<file path="src/rtl/lfsr_tick_pkg.sv">
package lfsr_tick_pkg;

    localparam int MAX_W = 32;

    typedef logic [MAX_W-1:0] word_t;

    // control bundle carried between the comparator and the state register
    typedef struct packed {
        logic hit;   // register currently holds the terminal state
        logic load;  // seed is loaded on the coming edge
    } tick_ctl_t;

    function automatic word_t width_mask(int w);
        if (w >= MAX_W) return '1;
        return (word_t'(1) << w) - word_t'(1);
    endfunction

    // maximal-length feedback taps; polynomial term k maps to bit k-1
    function automatic word_t tap_mask(int w);
        word_t m = '0;
        case (w)
            3:  begin m[2] = 1'b1; m[1] = 1'b1; end
            4:  begin m[3] = 1'b1; m[2] = 1'b1; end
            5:  begin m[4] = 1'b1; m[2] = 1'b1; end
            6:  begin m[5] = 1'b1; m[4] = 1'b1; end
            7:  begin m[6] = 1'b1; m[5] = 1'b1; end
            8:  begin m[7] = 1'b1; m[5] = 1'b1; m[4] = 1'b1; m[3] = 1'b1; end
            16: begin m[15] = 1'b1; m[14] = 1'b1; m[12] = 1'b1; m[3] = 1'b1; end
            24: begin m[23] = 1'b1; m[22] = 1'b1; m[21] = 1'b1; m[16] = 1'b1; end
            26: begin m[25] = 1'b1; m[5] = 1'b1; m[1] = 1'b1; m[0] = 1'b1; end
            32: begin m[31] = 1'b1; m[21] = 1'b1; m[1] = 1'b1; m[0] = 1'b1; end
            default: begin m[w-1] = 1'b1; m[w-2] = 1'b1; end
        endcase
        return m;
    endfunction

    function automatic word_t lfsr_advance(word_t s, word_t taps, int w);
        logic fb;
        fb = ^(s & taps);
        return ((s << 1) | word_t'(fb)) & width_mask(w);
    endfunction

    // state reached after period-1 shifts from the seed
    function automatic word_t lfsr_terminal(word_t seed, word_t taps, int w, int period);
        word_t s = seed;
        for (int i = 1; i < period; i++) s = lfsr_advance(s, taps, w);
        return s;
    endfunction

    function automatic word_t safe_seed(word_t seed, int w);
        if ((seed & width_mask(w)) == '0) return word_t'(1);
        return seed & width_mask(w);
    endfunction

endpackage

</file>
<file path="src/rtl/lfsr_tick_step.sv">
module lfsr_tick_step
    import lfsr_tick_pkg::*;
#(
    parameter int    WIDTH = 26,
    parameter word_t TAPS  = '0
) (
    input  logic [WIDTH-1:0] cur,
    output logic [WIDTH-1:0] nxt
);
    logic [WIDTH-1:0] tapped;

    // each stage takes only its neighbour; bit 0 takes the tap parity
    for (genvar i = 0; i < WIDTH; i++) begin : g_tap
        if (TAPS[i]) begin : g_on
            assign tapped[i] = cur[i];
        end else begin : g_off
            assign tapped[i] = 1'b0;
        end
    end

    assign nxt[0] = ^tapped;

    for (genvar i = 1; i < WIDTH; i++) begin : g_shift
        assign nxt[i] = cur[i-1];
    end
endmodule

</file>
<file path="src/rtl/lfsr_tick_match.sv">
module lfsr_tick_match #(
    parameter int               WIDTH = 26,
    parameter int               CHUNK = 4,
    parameter logic [WIDTH-1:0] TERM  = '0
) (
    input  logic [WIDTH-1:0] cur,
    output logic             hit
);
    localparam int NCH = (WIDTH + CHUNK - 1) / CHUNK;

    logic [NCH-1:0] part;

    // compare in slices, then one wide AND
    for (genvar c = 0; c < NCH; c++) begin : g_slice
        localparam int LO = c * CHUNK;
        localparam int HI = ((LO + CHUNK) > WIDTH) ? (WIDTH - 1) : (LO + CHUNK - 1);
        assign part[c] = (cur[HI:LO] == TERM[HI:LO]);
    end

    assign hit = &part;
endmodule

</file>
<file path="src/rtl/lfsr_tick_core.sv">
module lfsr_tick_core
    import lfsr_tick_pkg::*;
#(
    parameter int               WIDTH  = 26,
    parameter int               PERIOD = 1000,
    parameter logic [WIDTH-1:0] SEED   = 1
) (
    input  logic             clk,
    input  logic             rst,
    input  logic [WIDTH-1:0] nxt,
    input  tick_ctl_t        ctl,
    output logic [WIDTH-1:0] state,
    output logic             tick
);
    always_ff @(posedge clk) begin
        if (rst) begin
            state <= SEED;
            tick  <= 1'b0;
        end else begin
            tick  <= ctl.hit;
            state <= ctl.load ? SEED : nxt;
        end
    end

    // a terminal hit on the last edge leaves the seed in the register
    p_reload_seed_r4: assert property (@(posedge clk) disable iff (rst)
        (!$past(rst) && $past(ctl.hit)) |-> (state == SEED));

    // a raised tick always coincides with the reloaded seed
    p_tick_at_seed_r4: assert property (@(posedge clk) disable iff (rst)
        tick |-> (state == SEED));

    // never in the lock-up state
    p_never_zero_r3: assert property (@(posedge clk) disable iff (rst)
        state != '0);

    if (PERIOD > 1) begin : g_pulse
        // pulses last one cycle when the period exceeds one
        p_single_pulse_r2: assert property (@(posedge clk) disable iff (rst)
            tick |=> !tick);
    end
endmodule

</file>
<file path="src/rtl/lfsr_tick_gen.sv">
module lfsr_tick_gen
    import lfsr_tick_pkg::*;
#(
    parameter int    WIDTH  = 26,
    parameter int    PERIOD = 1000,
    parameter word_t SEED   = 1,
    parameter int    CHUNK  = 4
) (
    input  logic clk,
    input  logic rst,
    output logic tick
);
    localparam word_t TAPS      = tap_mask(WIDTH);
    localparam word_t SEED_FULL = safe_seed(SEED, WIDTH);
    localparam word_t TERM_FULL = lfsr_terminal(SEED_FULL, TAPS, WIDTH, PERIOD);
    localparam logic [WIDTH-1:0] SEED_W = SEED_FULL[WIDTH-1:0];
    localparam logic [WIDTH-1:0] TERM_W = TERM_FULL[WIDTH-1:0];

    logic [WIDTH-1:0] state;
    logic [WIDTH-1:0] nxt;
    logic             hit;
    tick_ctl_t        ctl;

    lfsr_tick_step #(.WIDTH(WIDTH), .TAPS(TAPS)) u_step (
        .cur (state),
        .nxt (nxt)
    );

    lfsr_tick_match #(.WIDTH(WIDTH), .CHUNK(CHUNK), .TERM(TERM_W)) u_match (
        .cur (state),
        .hit (hit)
    );

    assign ctl.hit  = hit;
    assign ctl.load = hit;

    lfsr_tick_core #(.WIDTH(WIDTH), .PERIOD(PERIOD), .SEED(SEED_W)) u_core (
        .clk   (clk),
        .rst   (rst),
        .nxt   (nxt),
        .ctl   (ctl),
        .state (state),
        .tick  (tick)
    );
endmodule

</file>
<file path="config.mk">
export PLATFORM = sky130hd
export DESIGN_NAME = lfsr_tick_gen
export DESIGN_NICKNAME = d
export VERILOG_FILES = /design/src/rtl/lfsr_tick_pkg.sv /design/src/rtl/lfsr_tick_step.sv /design/src/rtl/lfsr_tick_match.sv /design/src/rtl/lfsr_tick_core.sv /design/src/rtl/lfsr_tick_gen.sv
export SDC_FILE = /design/constraint.sdc
export NUM_CORES = 1
export LEC_CHECK = 0
export BUFFER_PORTS_ARGS = -buffer_cell sky130_fd_sc_hd__buf_2
export CORE_MARGIN = 3
export CORE_UTILIZATION = 51
export CTS_BUF_LIST = sky130_fd_sc_hd__clkbuf_8
export DETAILED_ROUTE_END_ITERATION = 12
export PLACE_DENSITY = 0.67
export SLEW_MARGIN = 20
export SYNTH_ARGS = -nofsm -noshare
export SYNTH_HDL_FRONTEND = slang
export SYNTH_SLANG_ARGS = --single-unit
</file>
<file path="constraint.sdc">
create_clock -name clk -period 1.4 [get_ports clk]
set_input_delay 0.28 -clock clk [delete_from_list [all_inputs] [get_ports clk]]
set_output_delay 0.28 -clock clk [all_outputs]
set_load 0.01 [all_outputs]
</file>
* After elaboration in Yosys (flattened, before gate mapping)
Index checks and enable logic that the tools add are counted.
Word-level totals: register bits after elaboration 27, input bits 2, output and inout port bits 1
Cells by class: equality and inequality tests 6, reduce and logical (&&, ||, !) cells 4
Operators with widths (number):
- XOR reduction 26 bit | 1
- == test 4 x 2 -> 1 bit, second input constant | 2
- == test 4 x 3 -> 1 bit, second input constant | 2
- AND reduction 7 bit | 1
- == test 4 bit, second input constant | 1
- zero test 4 bit | 1
- == test 2 x 1 -> 1 bit, second input constant | 1
- OR reduction 2 bit | 1

* Logic depth before layout (Yosys ltp)
Gate-level depths: netlist of run 1.
word-level depth 3, mapped depth 5, mapped depth without buffers 5

* Cells and area by module
A second synthesis of run 1 with hierarchy kept.
Second synthesis, totals: cell total of the unflattened synthesis 97, area total of the unflattened synthesis 1104.8 um^2
Modules (own cells, without submodules):
- lfsr_tick_core | times used 1, cells an instance 60, area each 809.5 um^2, seq. area each 540.5 um^2
- lfsr_tick_step | times used 1, cells an instance 28, area each 214.0 um^2, seq. area each 0.0 um^2
- lfsr_tick_match | times used 1, cells an instance 9, area each 81.3 um^2, seq. area each 0.0 um^2

* Worst setup path before layout of run 1
Ideal clock, no wire load.
kind reg2reg, start point register u_core.state[0], end point register u_core.state[11], library setup time 116 ps, arrival time 1092 ps, setup slack 192 ps, stages on the path, launching flop included 6, path buffers 0, clock period less this slack 1208 ps, cells stage by stage dfxtp_1 > inv_1 > ha_1 > and4b_1 > nand4_4 > o211a_1
Between the ends: cells in the longest elaborated chain, start to end 3
RTL lines:
- start: declaration | RTL line lfsr_tick_core.sv:12 | output logic [WIDTH-1:0] state,
- start signal: assignment | RTL line lfsr_tick_core.sv:21 | state <= ctl.load ? SEED : nxt;
- == test 4 x 3 -> 1 bit | RTL line lfsr_tick_match.sv:17 | assign part[c] = (cur[HI:LO] == TERM[HI:LO]);
- AND reduction 7 bit | RTL line lfsr_tick_match.sv:20 | assign hit = &part;
- OR reduction 2 bit (no source line)
Every way passes these cells. A chain may end at the register's enable or synchronous reset.

* Final worst setup path of run 1
start point register u_core.state[0], end point register u_core.state[2]
The elaborated chain is that of the path after synthesis.

==> summary.md, run 1 <==
| Metric | Value |
|---|---|
| Status | finished, final reports clean |
| Slew headroom | 0.8095 |
| CTS Hold Buffers Added | 0 |
| Post-CTS setup buffers | 0 |
| DRT antenna net count | 0 |
| Initial antenna violation count | 0 |
| Place WS | 0.09887 ns |
| DR DRC count | 0 |
| Critical path class | reg2reg |
| Yosys reg bits | 27 |
| Number of global-route vias before repair | 501 |
| Fin crit period | 1.309 ns |
| Post-synthesis mux area share | 0 |
| DR iter-0 viols | 4 |
| Net Sw Frac | 0.2004 |
| Top post-synthesis cells by area | dfxtp_1, nor2b_1, o211a_1, nor4b_4, nand4_4 |
| Top-count cell post-synth | dfxtp_1 |
| Cell-internal power | 1012 uW |
| Largest net degree at the start of global routing | 16 |
| Post-Synth XOR/XNOR Area | 0.01900 |
| Top FF cell, synth | dfxtp_1 |
| GRT Total Usage | 0.1209 |
| Util after Layout | 0.6327 |
| I/O pins | 3 |
| Clk pin slew, worst setup/hold paths | 0.08 ns |
| Kind of cell adding the most delay to the critical path | simple AND/OR/NAND/NOR gates |
| CTS Sinks | 27 |
| Post-synth top area share | 0.5862 |
| Register area share after synthesis | 0.5862 |
| Mapped Nets | 77 |
| Sequential power share | 0.625 |
| Post-CTS resize count | 0 |
| DRT Wirelength | 1260 um |
| Worst path slowest cell | dfxtp_1 |
| Required @ worst endpoint | 1.56 ns |
| Combinational family with the most area after synthesis | simple AND/OR/NAND/NOR gates |
| Rows | 14 |
| Worst Hold End | u_core.state[12] |
| Tightest Pin Transition | 0.2845 ns |
| Die X | 48.52 um |
| Adder-Cell Fraction of Synth Area | 0.01357 |
| Post-synth EDFFs | 0 |
| Mapped cell area | 922.1 sq um |
| Worst Path Arrival | 1.47 ns |
| Simple-Gate Fraction of Synth Area | 0.2510 |
| CP max FO | 10 |
| Leakage | 0.0004382 uW |
| Ant diodes | 0 |
| Area Overhead vs Synth | 9.363% |
| CP cell instances | inv_1, ha_1, and4b_1, nand4_4, o211a_1 |
| Starting Density | 0.5785 |
| # Max-Cap Violations | 0 |
| TritonCTS clock tree | built |
| Setup_tns | 0 ns |
| Compound-Gate Fraction of Synth Area | 0.1140 |
| Hold depth | 2 |
| Pins over their slew limit | 0 |
| Clock Skew | 0.001412 ns |
| Hold Path Class | in2reg |
| Final HPWL DP | 930.7 um |
| RR Startpoint | u_core.state[0] |
| Post-synth top area cell | dfxtp_1 |
| H-tree Lvls | 1 |
| Worst VDD drop | 0.001031 V |
| Via count | 520 |
| Die Ht | 48.52 um |
| Asr flop ratio synth | 0 |
| Share of layout cells above drive strength 1 | 0.1519 |
| Worst r2r dst | u_core.state[2] |
| Startpoint types | register |
| Mapped Cells | 74 |
| Fmax | 763.8 MHz |
| Port buffer count | 2 |
| Clock power share | 0.328 |
| Average size of a mapped cell | 12.46 sq um |
| Root buffer cell | clkbuf_8 |
| CP max stage delay | 0.31 ns |
| GP Congestion | 0.6981 |
| Setup slack, reg-to-reg | 0.09 ns |
| Final Hold Fails | 0 |
| Sw power | 253.6 uW |
| Final #Nets | 83 |
| Count of final setup violators | 0 |
| Worst setup margin | 0.09078 ns |
| Max clock buf depth | 2 |
| Fin cells | 103 |
| Core area | 0.001594 sq mm |
| First-pass DRT Iterations | 4 |
| Netlist cell types | 22 |
| Crit path buffers/inverters | 1 |
| Synth warn | 0 |
| Cts bufs inserted | 3 |
| CP endpoint kind | register |
| Cells on worst reg2reg path | 5 |
| Hold path startpoint | rst |
| Combinational group share of total power | 0.047 |
| Insertion delay to the later sink of the worst-skew pair | 0.26 ns |
| Drt wl/cell | 12.23 um |
| Pwr Density | 1255 mW/mm^2 |
| Commonest cells post-synth | dfxtp_1, nor2b_1, o211a_1 |
| Inst Count DP | 99 |
| Global-route wire length before repair | 2173 um |
| Die area | 0.002354 sq mm |
| GRT overflow | 0 |
| Vias per cell | 5.049 |
| RSZ-0062 raised after global routing | no |
| Period utilization | 0.9352 |
-- placed cells by master, fill, tap and decap left out, types with 2 or more instances in the layout --
cell type	count
a21oi_1	2
and4b_1	2
buf_2	2
clkbuf_8	3
dfxtp_1	27
nand2b_1	2
nor2b_1	14
nor3_1	2
o211a_1	8
xnor2_1	2
-- cell families (layout without fill, tap and decap cells) --
family                   count (synthesis)  count (layout)
AND/OR/NAND/NOR                         28              28
flip-flops                              27              27
AO/OA/AOI/OAI                           12              12
buffers and inverters                    4               9
XOR/XNOR                                 2               2
adder cells (fa/ha/maj)                  1               1
-- final cells by class --
cell class,count,area (sq um)
tap,24,30.03
fill,140,585.6
timing repair buffer,3,17.52
clock buffer,3,41.29
sequential,27,540.5
multi-input combinational,43,366.6
inverter,2,7.507
clock inverter,1,5.005
-- power by group through the flow --
stage               sequential [uW]  clock [uW]  combinational (uW)
detailed placement              809           0                60.3
global route                    793         465                66.5
CTS                             792         434                59.7
finish                          791         415                59.1
floorplan                       806           0                49.5
global placement                809           0                58.1
-- flip-flops by register name, summed over array words and instances, names as in the netlist --
register      cells
u_core.state     26
u_core.tick       1
-- per-layer routing --
metal,wire [um],global-route usage
met1,704,0.1663
met2,514,0.1720
met3,41,0.06442
met4,0,0.01422
met5,0,0
-- worst max path at each step --
stage                         start  depth (start not counted)  slack (ns)                to
floorplan           u_core.state[0]                          5        0.19  u_core.state[11]
global placement    u_core.state[0]                          5        0.11   u_core.state[8]
detailed placement  u_core.state[0]                          5         0.1   u_core.state[2]
CTS                 u_core.state[0]                          5        0.09   u_core.state[2]
global route        u_core.state[0]                          5        0.02   u_core.state[6]
finish              u_core.state[0]                          5        0.09   u_core.state[2]
-- metrics by stage --
| stage | hold slack, ns | power [uW] | instance area, sq um |
|---|---|---|---|
| floorplan | 0.4221 | 856.0 | 922.1 |
| global placement | 0.4311 | 867.0 | 962.2 |
| detailed placement | 0.4429 | 868.9 | 962.2 |
| CTS | 0.2921 | 1286 | 1008 |
| global route | 0.3065 | 1325 | 1008 |
| finish | 0.2990 | 1265 | 1008 |
Power figures use the tool's default switching activity.
==> inputs of run 2 (changes only) <==
PLACE_DENSITY = 0.65   (was 0.67)
RECOVER_POWER = 100   (was default)
==> summary.md, run 2 (synthesis results as in run 1) <==
| Metric | Value |
|---|---|
| Die X | 48.52 um |
| Largest net degree at the start of global routing | 15 |
| Share of layout cells above drive strength 1 | 0.1139 |
| Ant diodes | 0 |
| Starting Density | 0.5785 |
| Insertion delay to the later sink of the worst-skew pair | 0.26 ns |
| Fin area | 0.001002 sq mm |
| Most frequent cells in the layout | dfxtp_1, nor2b_1, o211a_1 |
| Die Ht | 48.52 um |
| Critical path class | reg2reg |
| DR DRC count | 0 |
| CP cell instances | inv_1, ha_1, and4b_1, nand4_4, o211a_1 |
| Sw power | 252.5 uW |
| # Max-Cap Violations | 0 |
| Fin cells | 103 |
| Required @ worst endpoint | 1.56 ns |
| Pins over their slew limit | 0 |
| Core area | 0.001594 sq mm |
| Global-route wire length before repair | 2325 um |
| Post-CTS setup buffers | 0 |
| Final Hold Fails | 0 |
| Commonest non-fill, non-tap cell in the layout | dfxtp_1 |
| Hold Path Class | in2reg |
| Combinational group share of total power | 0.046 |
| GP Congestion | 0.6779 |
| Period utilization | 0.9379 |
| Fmax | 761.6 MHz |
| Area Overhead vs Synth | 8.684% |
| I/O pins | 3 |
| Net Sw Frac | 0.2003 |
| Fin crit period | 1.313 ns |
| CTS Sinks | 27 |
| DRT antenna net count | 0 |
| Rows | 14 |
| Worst path slowest cell | dfxtp_1 |
| Pwr Density | 1258 mW/mm^2 |
| Leakage | 0.0004315 uW |
| Worst Setup SP | u_core.state[0] |
| Tightest Pin Transition | 0.3594 ns |
| Area of the multi-input gates | 366.6 sq um |
| Worst Path Arrival | 1.48 ns |
| Crit path buffers/inverters | 1 |
| GRT Total Usage | 0.1280 |
| Largest regs | u_core.state (26), u_core.tick (1) |
| Inst Count DP | 99 |
| Startpoint types | register |
| Clk pin slew, worst setup/hold paths | 0.08 ns |
| Clock Skew | 0.004111 ns |
| Port buffer count | 2 |
| Count of final setup violators | 0 |
| Sequential power share | 0.627 |
| Final #Nets | 83 |
| Max reg flops | 26 |
| CP max FO | 10 |
| Placed cell area | 962.2 sq um |
| Slew headroom | 0.7604 |
| Initial antenna violation count | 0 |
| CP max stage delay | 0.30 ns |
| PnR Total Power | 1261 uW |
| Hold path startpoint | rst |
| CTS Hold Buffers Added | 0 |
| Drt wl/cell | 12.63 um |
| Via count | 534 |
| RR Startpoint | u_core.state[0] |
| DRT Wirelength | 1301 um |
| Number of global-route vias before repair | 511 |
| Vias per cell | 5.184 |
| H-tree Lvls | 1 |
| TritonCTS clock tree | built |
| DR iter-0 viols | 10 |
| Max clock buf depth | 2 |
| Final HPWL DP | 909.7 um |
| First-pass DRT Iterations | 4 |
| Cts bufs inserted | 3 |
| Top reg by flops | u_core.state |
| Die area | 0.002354 sq mm |
| Cell-internal power | 1008 uW |
| Hold slack | 0.3240 ns |
| Storage element area | 540.5 sq um |
| Status | finished, final reports clean |
| CP endpoint kind | register |
| Root buffer cell | clkbuf_8 |
| Clock power share | 0.327 |
| RSZ-0062 raised after global routing | yes |
| Kind of cell adding the most delay to the critical path | simple AND/OR/NAND/NOR gates |
| Fill count | 143 |
| Worst VDD drop | 0.0008511 V |
| Post-CTS resize count | 0 |
| GRT overflow | 0 |
[run 2: cell count changes in the layout (fill, tap and decap cells not counted)]
| cell | before | now |
|---|---|---|
| buf_2 | 2 | 1 |
| inv_1 | 1 | 2 |
| buf_4 | 1 | 0 |
| clkinv_2 | 1 | 0 |
| clkbuf_1 | 0 | 2 |
[run 2: area by class of cell]
type | instances | area share
Sequential cell | 27 | 0.5393
Timing Repair Buffer | 3 | 0.01248
Clock inverter | 1 | 0.003745
Clock buffer | 3 | 0.04120
Multi-Input combinational cell | 43 | 0.3658
Tap cell | 24 | 0.02996
Inverter | 2 | 0.007491
[run 2: worst register-to-register path: cells and delay by family (launching register included)]
| family | cells | cell delay [ns] |
|---|---|---|
| compound gates | 1 | 0.26 |
| simple gates | 2 | 0.44 |
| flops | 1 | 0.30 |
| buf+inv | 1 | 0.07 |
| fa+ha+maj | 1 | 0.14 |
[run 2: final timing paths]
kind / end / slack [ns] / depth (start not counted)
worst max-delay path: u_core.state[14] / 0.09 / 5
worst min-delay path: u_core.state[16] / 0.32 / 2
worst max register to register: u_core.state[14] / 0.09 / 5
worst min register to register: u_core.state[5] / 0.45 / 1
[run 2: power groups by stage]
| stage | Combinational [uW] | Sequential (uW) | Clock [uW] |
|---|---|---|---|
| finish | 57.9 | 790 | 413 |
| global route | 65.3 | 793 | 469 |
| CTS | 59.8 | 790 | 430 |
| detailed placement | 59.3 | 808 | 0 |
| global placement | 58.0 | 809 | 0 |
| floorplan | 49.5 | 806 | 0 |
[run 2: stage by stage]
stage	utilization	setup TNS, ns	setup WS (ns)
final	0.6287	0	0.08693
after global routing	0.6287	-0.02999	-0.009584
after CTS	0.6319	0	0.07400
after detailed placement	0.6036	0	0.08590
after global placement	0.6036	0	0.1008
after floorplan	-	0	0.1919
[run 2: per-layer routing]
layer | global-route usage | wire length (um)
met1 | 0.1870 | 736
met5 | 0 | 0
met2 | 0.1720 | 495
met4 | 0.08531 | 38
met3 | 0.01840 | 31
